File: src/rtl/gpio_bank_pkg.sv
package gpio_bank_pkg;

    localparam int CFG_W = 32;

    localparam logic [5:0] OFF_SEL  = 6'h00;
    localparam logic [5:0] OFF_CFG  = 6'h04;
    localparam logic [5:0] OFF_PIN  = 6'h08;
    localparam logic [5:0] OFF_LOCK = 6'h0C;
    localparam logic [5:0] OFF_SET  = 6'h10;
    localparam logic [5:0] OFF_CLR  = 6'h14;
    localparam logic [5:0] OFF_OUT  = 6'h18;
    localparam logic [5:0] OFF_IEN  = 6'h20;
    localparam logic [5:0] OFF_IDIS = 6'h24;
    localparam logic [5:0] OFF_IMSK = 6'h28;
    localparam logic [5:0] OFF_IST  = 6'h2C;

    localparam logic [2:0] EV_FALL = 3'd0;
    localparam logic [2:0] EV_RISE = 3'd1;
    localparam logic [2:0] EV_BOTH = 3'd2;
    localparam logic [2:0] EV_LOW  = 3'd3;
    localparam logic [2:0] EV_HIGH = 3'd4;

    typedef struct packed {
        logic [2:0] evsel;
        logic       schm;
        logic       odrain;
        logic       slowf;
        logic       filt;
        logic       pdn;
        logic       pup;
        logic       dir;
        logic [2:0] func;
    } line_cfg_t;

    function automatic line_cfg_t cfg_unpack(input logic [CFG_W-1:0] w);
        line_cfg_t c;
        c.func   = w[2:0];
        c.dir    = w[8];
        c.pup    = w[9];
        c.pdn    = w[10];
        c.filt   = w[12];
        c.slowf  = w[13];
        c.odrain = w[14];
        c.schm   = w[15];
        c.evsel  = w[26:24];
        return c;
    endfunction

    function automatic logic [CFG_W-1:0] cfg_pack(input line_cfg_t c);
        logic [CFG_W-1:0] w;
        w        = '0;
        w[2:0]   = c.func;
        w[8]     = c.dir;
        w[9]     = c.pup;
        w[10]    = c.pdn;
        w[12]    = c.filt;
        w[13]    = c.slowf;
        w[14]    = c.odrain;
        w[15]    = c.schm;
        w[26:24] = c.evsel;
        return w;
    endfunction

endpackage

File: src/rtl/gpio_sync2.sv
module gpio_sync2 #(
    parameter int W = 32
) (
    input  logic         clk,
    input  logic         rst_n,
    input  logic [W-1:0] async_in,
    output logic [W-1:0] sync_out
);
    typedef struct packed {
        logic [W-1:0] s1;
        logic [W-1:0] s2;
    } sync_t;

    sync_t st_d, st_q;

    always_comb begin
        st_d.s1 = async_in;
        st_d.s2 = st_q.s1;
    end

    always_ff @(posedge clk or negedge rst_n) begin
        if (!rst_n) st_q <= '0;
        else        st_q <= st_d;
    end

    assign sync_out = st_q.s2;

    AST_SYNC_DELAY: assert property (@(posedge clk) disable iff (!rst_n)
        $past(rst_n) |=> sync_out == $past(async_in, 2));
endmodule

File: src/rtl/gpio_evt_det.sv
module gpio_evt_det
    import gpio_bank_pkg::*;
#(
    parameter int W = 32
) (
    input  logic           clk,
    input  logic           rst_n,
    input  logic [W-1:0]   lvl,
    input  logic [3*W-1:0] evsel,
    output logic [W-1:0]   hit
);
    logic [W-1:0] prev_d, prev_q;

    assign prev_d = lvl;

    always_ff @(posedge clk or negedge rst_n) begin
        if (!rst_n) prev_q <= '0;
        else        prev_q <= prev_d;
    end

    for (genvar i = 0; i < W; i++) begin : g_line
        logic [2:0] sel;
        logic       rise, fall;
        assign sel  = evsel[3*i +: 3];
        assign rise = lvl[i] & ~prev_q[i];
        assign fall = ~lvl[i] & prev_q[i];
        always_comb begin
            case (sel)
                EV_FALL: hit[i] = fall;
                EV_RISE: hit[i] = rise;
                EV_BOTH: hit[i] = rise | fall;
                EV_LOW:  hit[i] = ~lvl[i];
                EV_HIGH: hit[i] = lvl[i];
                default: hit[i] = 1'b0;
            endcase
        end
    end

    AST_EDGE_NEEDS_CHANGE: assert property (@(posedge clk) disable iff (!rst_n)
        (hit[0] && (evsel[2:0] <= EV_BOTH)) |-> (lvl[0] != prev_q[0]));
endmodule

File: src/rtl/gpio_bank.sv
module gpio_bank
    import gpio_bank_pkg::*;
#(
    parameter int NLINES = 32,
    parameter int AW     = 6
) (
    input  logic              clk,
    input  logic              rst_n,
    input  logic              wr_en,
    input  logic              rd_en,
    input  logic [AW-1:0]     addr,
    input  logic [NLINES-1:0] wdata,
    output logic [NLINES-1:0] rdata,
    input  logic [NLINES-1:0] pins_in,
    output logic [NLINES-1:0] out_val,
    output logic [NLINES-1:0] out_en,
    output logic [3*NLINES-1:0] func_sel,
    output logic [NLINES-1:0] pull_up,
    output logic [NLINES-1:0] pull_dn,
    output logic [NLINES-1:0] filt_en,
    output logic [NLINES-1:0] filt_slow,
    output logic [NLINES-1:0] open_drain,
    output logic [NLINES-1:0] schmitt,
    output logic              irq
);
    typedef struct packed {
        logic [NLINES-1:0]            sel;
        line_cfg_t [NLINES-1:0]       cfg;
        logic [NLINES-1:0]            odat;
        logic [NLINES-1:0]            imsk;
        logic [NLINES-1:0]            pend;
    } bank_t;

    bank_t st_d, st_q;

    logic [NLINES-1:0]   lvl;
    logic [NLINES-1:0]   hit;
    logic [3*NLINES-1:0] evsel;
    logic [CFG_W-1:0]    cfg_rd;
    logic                rd_ist;
    logic [AW-1:0]       a_sel, a_cfg, a_pin, a_set, a_clr, a_out, a_ien, a_idis, a_imsk, a_ist;

    assign a_sel  = AW'(OFF_SEL);
    assign a_cfg  = AW'(OFF_CFG);
    assign a_pin  = AW'(OFF_PIN);
    assign a_set  = AW'(OFF_SET);
    assign a_clr  = AW'(OFF_CLR);
    assign a_out  = AW'(OFF_OUT);
    assign a_ien  = AW'(OFF_IEN);
    assign a_idis = AW'(OFF_IDIS);
    assign a_imsk = AW'(OFF_IMSK);
    assign a_ist  = AW'(OFF_IST);

    gpio_sync2 #(.W(NLINES)) u_sync (
        .clk(clk), .rst_n(rst_n), .async_in(pins_in), .sync_out(lvl)
    );

    gpio_evt_det #(.W(NLINES)) u_det (
        .clk(clk), .rst_n(rst_n), .lvl(lvl), .evsel(evsel), .hit(hit)
    );

    // lowest selected line wins the configuration read
    always_comb begin
        cfg_rd = '0;
        for (int i = NLINES - 1; i >= 0; i--) begin
            if (st_q.sel[i]) cfg_rd = cfg_pack(st_q.cfg[i]);
        end
    end

    assign rd_ist = rd_en && (addr == a_ist);

    always_comb begin
        rdata = '0;
        if (rd_en) begin
            if (addr == a_sel)       rdata = st_q.sel;
            else if (addr == a_cfg)  rdata = NLINES'(cfg_rd);
            else if (addr == a_pin)  rdata = lvl;
            else if (addr == a_out)  rdata = st_q.odat;
            else if (addr == a_imsk) rdata = st_q.imsk;
            else if (addr == a_ist)  rdata = st_q.pend;
        end
    end

    always_comb begin
        st_d = st_q;
        if (wr_en) begin
            if (addr == a_sel) st_d.sel = wdata;
            if (addr == a_cfg) begin
                for (int i = 0; i < NLINES; i++) begin
                    if (st_q.sel[i]) st_d.cfg[i] = cfg_unpack(CFG_W'(wdata));
                end
            end
            if (addr == a_set)  st_d.odat = st_q.odat | wdata;
            if (addr == a_clr)  st_d.odat = st_q.odat & ~wdata;
            if (addr == a_ien)  st_d.imsk = st_q.imsk | wdata;
            if (addr == a_idis) st_d.imsk = st_q.imsk & ~wdata;
        end
        st_d.pend = (rd_ist ? '0 : st_q.pend) | hit;
    end

    always_ff @(posedge clk or negedge rst_n) begin
        if (!rst_n) st_q <= '0;
        else        st_q <= st_d;
    end

    always_comb begin
        for (int i = 0; i < NLINES; i++) begin
            evsel[3*i +: 3]    = st_q.cfg[i].evsel;
            func_sel[3*i +: 3] = st_q.cfg[i].func;
            out_en[i]          = st_q.cfg[i].dir;
            pull_up[i]         = st_q.cfg[i].pup;
            pull_dn[i]         = st_q.cfg[i].pdn;
            filt_en[i]         = st_q.cfg[i].filt;
            filt_slow[i]       = st_q.cfg[i].slowf;
            open_drain[i]      = st_q.cfg[i].odrain;
            schmitt[i]         = st_q.cfg[i].schm;
        end
    end

    assign out_val = st_q.odat;
    assign irq     = |(st_q.pend & st_q.imsk);

    AST_SET_DRIVES_HIGH: assert property (@(posedge clk) disable iff (!rst_n)
        (wr_en && addr == a_set) |=> ((out_val & $past(wdata)) == $past(wdata)));
    AST_CLR_DRIVES_LOW: assert property (@(posedge clk) disable iff (!rst_n)
        (wr_en && addr == a_clr) |=> ((out_val & $past(wdata)) == '0));
    AST_ENABLE_SETS_MASK: assert property (@(posedge clk) disable iff (!rst_n)
        (wr_en && addr == a_ien) |=> ((st_q.imsk & $past(wdata)) == $past(wdata)));
    AST_READ_CLEARS: assert property (@(posedge clk) disable iff (!rst_n)
        rd_ist |=> (st_q.pend == $past(hit)));
    AST_EMPTY_SELECT_READ: assert property (@(posedge clk) disable iff (!rst_n)
        (rd_en && addr == a_cfg && st_q.sel == '0) |-> (rdata == '0));
    AST_IRQ_NEEDS_ENABLE: assert property (@(posedge clk) disable iff (!rst_n)
        (st_q.imsk == '0) |-> !irq);
endmodule

File: config.mk
export PLATFORM = sky130hd
export DESIGN_NAME = gpio_bank
export DESIGN_NICKNAME = d
export VERILOG_FILES = /design/src/rtl/gpio_bank_pkg.sv /design/src/rtl/gpio_sync2.sv /design/src/rtl/gpio_evt_det.sv /design/src/rtl/gpio_bank.sv
export SDC_FILE = /design/constraint.sdc
export NUM_CORES = 1
export LEC_CHECK = 0
export ABC_AREA = 0
export BUFFER_PORTS_ARGS = -buffer_cell sky130_fd_sc_hd__buf_2
export CAP_MARGIN = 10
export CELL_PAD_IN_SITES_DETAIL_PLACEMENT = 1
export CELL_PAD_IN_SITES_GLOBAL_PLACEMENT = 1
export CORE_MARGIN = 2
export CORE_UTILIZATION = 45
export CTS_BUF_LIST = sky130_fd_sc_hd__clkbuf_16
export CTS_CLUSTER_DIAMETER = 30
export DETAILED_ROUTE_END_ITERATION = 12
export HOLD_SLACK_MARGIN = 0.06
export PLACE_DENSITY_LB_ADDON = 0.1
export SLEW_MARGIN = 10
export SYNTH_ARGS = -nofsm -noshare
export SYNTH_HDL_FRONTEND = slang
export SYNTH_SLANG_ARGS = --single-unit
File: constraint.sdc
create_clock -name clk -period 5.3 [get_ports clk]
set_clock_uncertainty 0.1 [all_clocks]
set_input_delay 0.795 -clock clk [delete_from_list [all_inputs] [get_ports clk]]
set_output_delay 0.795 -clock clk [all_outputs]
set_load 0.01 [all_outputs]
### Yosys cells after proc, flatten, opt, wreduce, memory -nomap -nowiden

Cells that the tools add are included.

| word-level totals | value |
|---|---|
| flip-flop bits (word level) | 640 |
| bits in latches | 0 |
| memory bits (writable) | 0 |
| ROM bits | 0 |
| output and inout bits | 385 |
| memories kept | 0 |

| cells by class | value |
|---|---|
| add/sub/neg operators | 0 |
| multiply operators | 0 |
| div/mod/pow operators | 0 |
| order comparisons | 0 |
| equality and inequality tests | 137 |
| shift operators | 0 |
| muxes and demuxes | 76 |
| bitwise gates (word level) | 167 |
| reductions and logical operators | 72 |

Operator list:

| cell | count |
|---|---|
| $mux W32 | 42 |
| $eq A3 B2 Y1 const B | 64 |
| $pmux W1 S5 | 32 |
| $and A32 B32 Y32 | 3 |
| $eq A3 B1 Y1 const B | 32 |
| $eq A3 B3 Y1 const B | 32 |
| $logic_not A3 Y1 | 32 |
| $or A32 B32 Y32 | 3 |
| $reduce_and A3 Y1 | 32 |
| $and A1 B1 Y1 | 64 |
| $not A1 Y1 | 64 |
| $mux W27 | 2 |
| $not A32 Y32 | 1 |
| $or A1 B1 Y1 | 32 |
| $reduce_or A32 Y1 | 1 |
| $eq A6 B6 Y1 const B | 4 |
| $eq A6 B5 Y1 const B | 3 |
| $eq A6 B3 Y1 const B | 1 |
| $eq A6 B4 Y1 const B | 1 |
| $logic_not A6 Y1 | 1 |
| $reduce_and A2 Y1 | 3 |
| $reduce_bool A2 Y1 | 2 |
| $logic_and A1 B1 Y1 | 1 |

### Longest topological paths before layout

| depth | value |
|---|---|
| word-level depth | 35 |
| gate-level depth with buffers | 9 |
| gate-level depth less buffers | 6 |

### By module

A second synthesis with hierarchy kept.

| second synthesis, totals | value |
|---|---|
| cells, all modules | 2863 |
| area total of the unflattened synthesis | 33085.5 um2 |

By module, submodules not included:

| module | instances | cells an instance | area each (um2) | seq. area each (um2) |
|---|---|---|---|---|
| gpio_bank | 1 | 2479 | 28203.3 | 13613.1 |
| gpio_evt_det | 1 | 320 | 3280.6 | 800.8 |
| gpio_sync2 | 1 | 64 | 1601.5 | 1601.5 |

### Worst setup path before layout

Ideal clock, no wire load.

| timing path | value |
|---|---|
| kind | input-to-output |
| from | input addr[2] |
| to | output rdata[10] |
| arrival time | 2.294 ns |
| required time | 4.405 ns |
| setup slack | 2.111 ns |
| stages | 7 |
| path through | clkbuf_1 > nand2_1 > nor4_2 > clkbuf_1 > a22o_1 > o221ai_1 > o21ai_1 |

| on the way | value |
|---|---|
| word-level cells in the longest chain between the ends | 8 |

RTL lines:

| what | line | source |
|---|---|---|
| start: declaration | gpio_bank.sv:11 | `input logic [AW-1:0] addr,` |
| $eq A6 B6 Y1 | gpio_bank.sv:80 | `else if (addr == a_ist) rdata = st_q.pend;` |
| $mux W32 | gpio_bank.sv:80 |  |
| $mux W32 | gpio_bank.sv:79 | `else if (addr == a_imsk) rdata = st_q.imsk;` |
| $mux W32 | gpio_bank.sv:78 | `else if (addr == a_out) rdata = st_q.odat;` |
| $mux W32 | gpio_bank.sv:77 | `else if (addr == a_pin) rdata = lvl;` |
| $mux W32 | gpio_bank.sv:76 | `else if (addr == a_cfg) rdata = NLINES'(cfg_rd);` |
| $mux W32 (*) | gpio_bank.sv:75 | `if (addr == a_sel) rdata = st_q.sel;` |
| $mux W32 (*) | gpio_bank.sv:74 | `if (rd_en) begin` |
| end: declaration | gpio_bank.sv:13 | `output logic [NLINES-1:0] rdata,` |

Mark *: on every way between the ends. The rest lies on a longest branch, timed or not.

### Final worst setup path

| timing path | value |
|---|---|
| from | register st_q[517] (netlist bit) |
| to | output rdata[1] |

| on the way | value |
|---|---|
| word-level cells in the longest chain between the ends | 9 |

RTL lines:

| what | line | source |
|---|---|---|
| start: declaration | gpio_bank.sv:34 | `bank_t st_d, st_q;` |
| start signal: assignment | gpio_bank.sv:103 | `else st_q <= st_d;` |
| $mux W32 (6 in series) | gpio_bank.sv:66 | `if (st_q.sel[i]) cfg_rd = cfg_pack(st_q.cfg[i]);` |
| $mux W32 | gpio_bank.sv:76 |  |
| $mux W32 | gpio_bank.sv:75 |  |
| $mux W32 | gpio_bank.sv:74 |  |

No other way between the ends.

==> impl_metrics.ini <==
[run_status]
status = finished, final reports clean

[layout]
drive_gt1_share_pct = 39.6
design_area_um2 = 38800
fillers = 7573
nets = 3196
area_growth_pct = 17.9

[worst_setup_path]
critical_path.endpoint_type = output pin
required_ns = 4.41
cp-start-kind = flip-flop
critical_path_class = reg2out
cp_data_arrival_time_ns = 4.40
cp_max_fo = 21

[cts]
clockBufferDepth = 3
clock_latency_ns = 0.71
clk_pin_slew_ns = 0.04
clkSinkCount = 640
cts.htree.levels = 4
cts-root-buf = clkbuf_16
cts_setup_buffers = 0
cts_tree = yes
numCtsBuffers = 151

[grt]
grt_overflow_total = 0
grt_pass1_wl_um = 187000
antenna_found_initial = 7
grt_max_degree = 124
track_usage_pct = 34.1
grt_pass1_vias = 26800

[timing]
fin_tns_setup_ns = 0
fin_ws_ns = 0.00344
relSlewSlack_pct = 13.8
fin_hold_ws_ns = 0.0314
worstMarginPinSlew_ns = 1.29
hold_violations = 0
setup_viol = 0
finalCritPeriodShare_pct = 99.9
period_minus_slack_ns = 5.30
drv_slew = 0
fmax_mhz = 189
rsz0062_at_grt = false

[detailed_routing]
dr.pass1.iters = 6
routedWlPerCell_um = 31.2
route.detailed.drc = 0
vias_per_cell = 6.09
final_antenna_net_count = 0
wirelength_um = 129000
dr_total_vias = 25200
drt-initial-drc-count = 2315

[yosys]
ys_warn_count = 0
avgSynthCellArea_um2 = 11.3
synthFlopType = dfrtp_1
ys_types = 58
ys_seq_area_share_pct = 48.6
synthCells = 2922
synth.cell_area_um2 = 32900
synth-edff-count = 0
synth_seq_cells = 640
syn_nets = 3060
async_reset_ff_share_pct = 100

[run]
drv_cap = 0

[floorplanning]
num_io_pins = 459
std_cell_rows = 99
core_um2 = 72700
fp.dieW_um = 275
initial_utilization_pct = 45.3
die_h_um = 275
die_area_um2 = 75400

[power]
total_leakage_power_nw = 19.3
pwr_density_cell_nw_per_um2 = 438
peakVddDrop_mv = 0.281

[place]
place.gp.congestion = 0.937
portBuffers = 458
dp_slack_ns = 0.484
placed_cell_area_um2 = 33600
dp_hpwl_um = 89500

[worst_hold_path]
min_path_type = in2async
==> layout by cell type, fill, tap and decap left out, drive strengths merged, types with 15 or more instances in the layout <==
cell	instances
a21oi	144
a221oi	50
a222oi	19
a31oi	74
buf	537
bufinv	23
clkbuf	154
clkinv	51
dfrtp	640
ha	64
inv	127
mux2	448
mux2i	96
nand2	167
nand3	15
nand3b	26
nand4	16
nor2	72
nor2b	21
nor4b	32
o2111ai	22
o211ai	16
o21a	22
o21ai	84
o221ai	25
o22ai	49
or3	15
==> layout make-up <==
class	count	area [um2]	share of cell area, %
Antenna cell	1	2.50	0.00644
Clock buffer	154	3850	9.92
Inverter	99	372	0.957
Clock inverter	114	1230	3.17
Timing Repair Buffer	548	3070	7.91
Tap cell	959	1200	3.09
Multi-Input combinational cell	1618	13100	33.7
Sequential cell	640	16000	41.2
==> through the flow <==
stage               power, mW  instances  util (%)
floorplan                6.66       2922         -
global placement         7.64       3849      46.2
detailed placement       7.71       3854      46.2
CTS                      17.1       4132      53.4
global route             17.5       4132      53.4
finish                   17.0       4133      53.4
==> power breakdown <==
group | switching [mW] | total, mW | internal (mW)
Combinational | 1.43 | 2.16 | 0.731
Sequential | 0.405 | 5.56 | 5.16
Clock | 2.95 | 9.30 | 6.34
Total | 4.79 | 17.0 | 12.2
==> flip-flops by register name, indices dropped and copies added, names as in the netlist, named ones only <==
| signal | cells |
|---|---|
| evsel | 96 |
| filt_en | 32 |
| filt_slow | 32 |
| func_sel | 96 |
| open_drain | 32 |
| out_en | 32 |
| pull_dn | 32 |
| pull_up | 32 |
| schmitt | 32 |
| st_q | 64 |
| u_det.prev_q | 32 |
| u_sync.st_d | 32 |
| u_sync.sync_out | 32 |
==> cells by family (layout without fill, tap and decap cells) <==
family / Yosys count / in the layout / synth area share (%)
AOI/OAI and AO/OA: 594 / 594 / 12.1
adders and majority gates: 64 / 64 / 2.43
and+or+nand+nor: 416 / 416 / 6.79
buffers and inverters: 664 / 915 / 11.9
DFF: 640 / 640 / 48.6
muxes: 544 / 544 / 18.2
other: 0 / 1 / 0
==> worst max-delay path: stages, from the launching register on <==
cell and delay [ns]:
dfrtp_1 0.85, nor2b_1 0.41, a221oi_1 0.36, o211ai_1 0.24, a2111oi_0 0.77, a31oi_1 0.20
o21ai_0 0.60, buf_2 0.25
==> metal layers <==
metal | track usage [%] | part of all wire (%)
met5 | 0 | 0.034
met4 | 15.8 | 4.4
met3 | 7.24 | 7.1
met2 | 55.9 | 48
met1 | 43.3 | 40
==> cell usage after synthesis, types with 6 or more instances <==
cell type	n	area (um2)
a2111oi_0	13	114
a211o_1	12	105
a211oi_1	14	105
a21oi_1	144	721
a221oi_1	50	438
a222oi_1	19	190
a22o_1	14	123
a22oi_1	12	90.1
a31oi_1	74	463
buf_1	31	116
buf_2	50	250
buf_4	356	2670
clkbuf_1	126	473
dfrtp_1	640	16000
ha_1	64	801
inv_1	99	372
mux2_2	448	5040
mux2i_1	96	961
nand2_1	149	559
nand2_2	18	113
nand2b_1	9	56.3
nand3_1	15	75.1
nand3b_1	26	195
nand4_1	16	100
nand4bb_1	12	135
nor2_1	72	270
nor2b_1	21	131
nor3_1	6	30.0
nor4b_1	32	280
o2111ai_1	22	193
o211ai_1	16	120
o21a_1	22	165
o21ai_0	74	370
o21ai_1	10	50.1
o221ai_1	25	219
o22ai_1	49	307
o311ai_1	10	87.6
or3_1	14	87.6
==> worst paths after layout <==
check                      depth (start not counted)                  end  slack [ns]       startpoint
setup / recovery                                   7             rdata[1]       0.003        st_q[517]
hold / removal                                     1          pull_dn[22]        0.03            rst_n
setup reg to reg                                   3          filt_en[24]        3.09        st_q[536]
hold reg to reg                                    0  u_sync.sync_out[29]        0.25  u_sync.st_d[29]
max in group asynchronous                          2        open_drain[5]        3.76            rst_n
min in group clk                                   1       u_sync.st_d[3]        0.09       pins_in[3]
==> repair_timing <==
| action | CTS | global route |
|---|---|---|
| endpoints found under the setup margin | 4 | 4 |
| resized for setup | 5 | 2 |
| endpoints found under the hold margin | 10 | 0 |
| hold buffers | 10 | 0 |
Note: power is estimated with default switching activity, not from simulation.
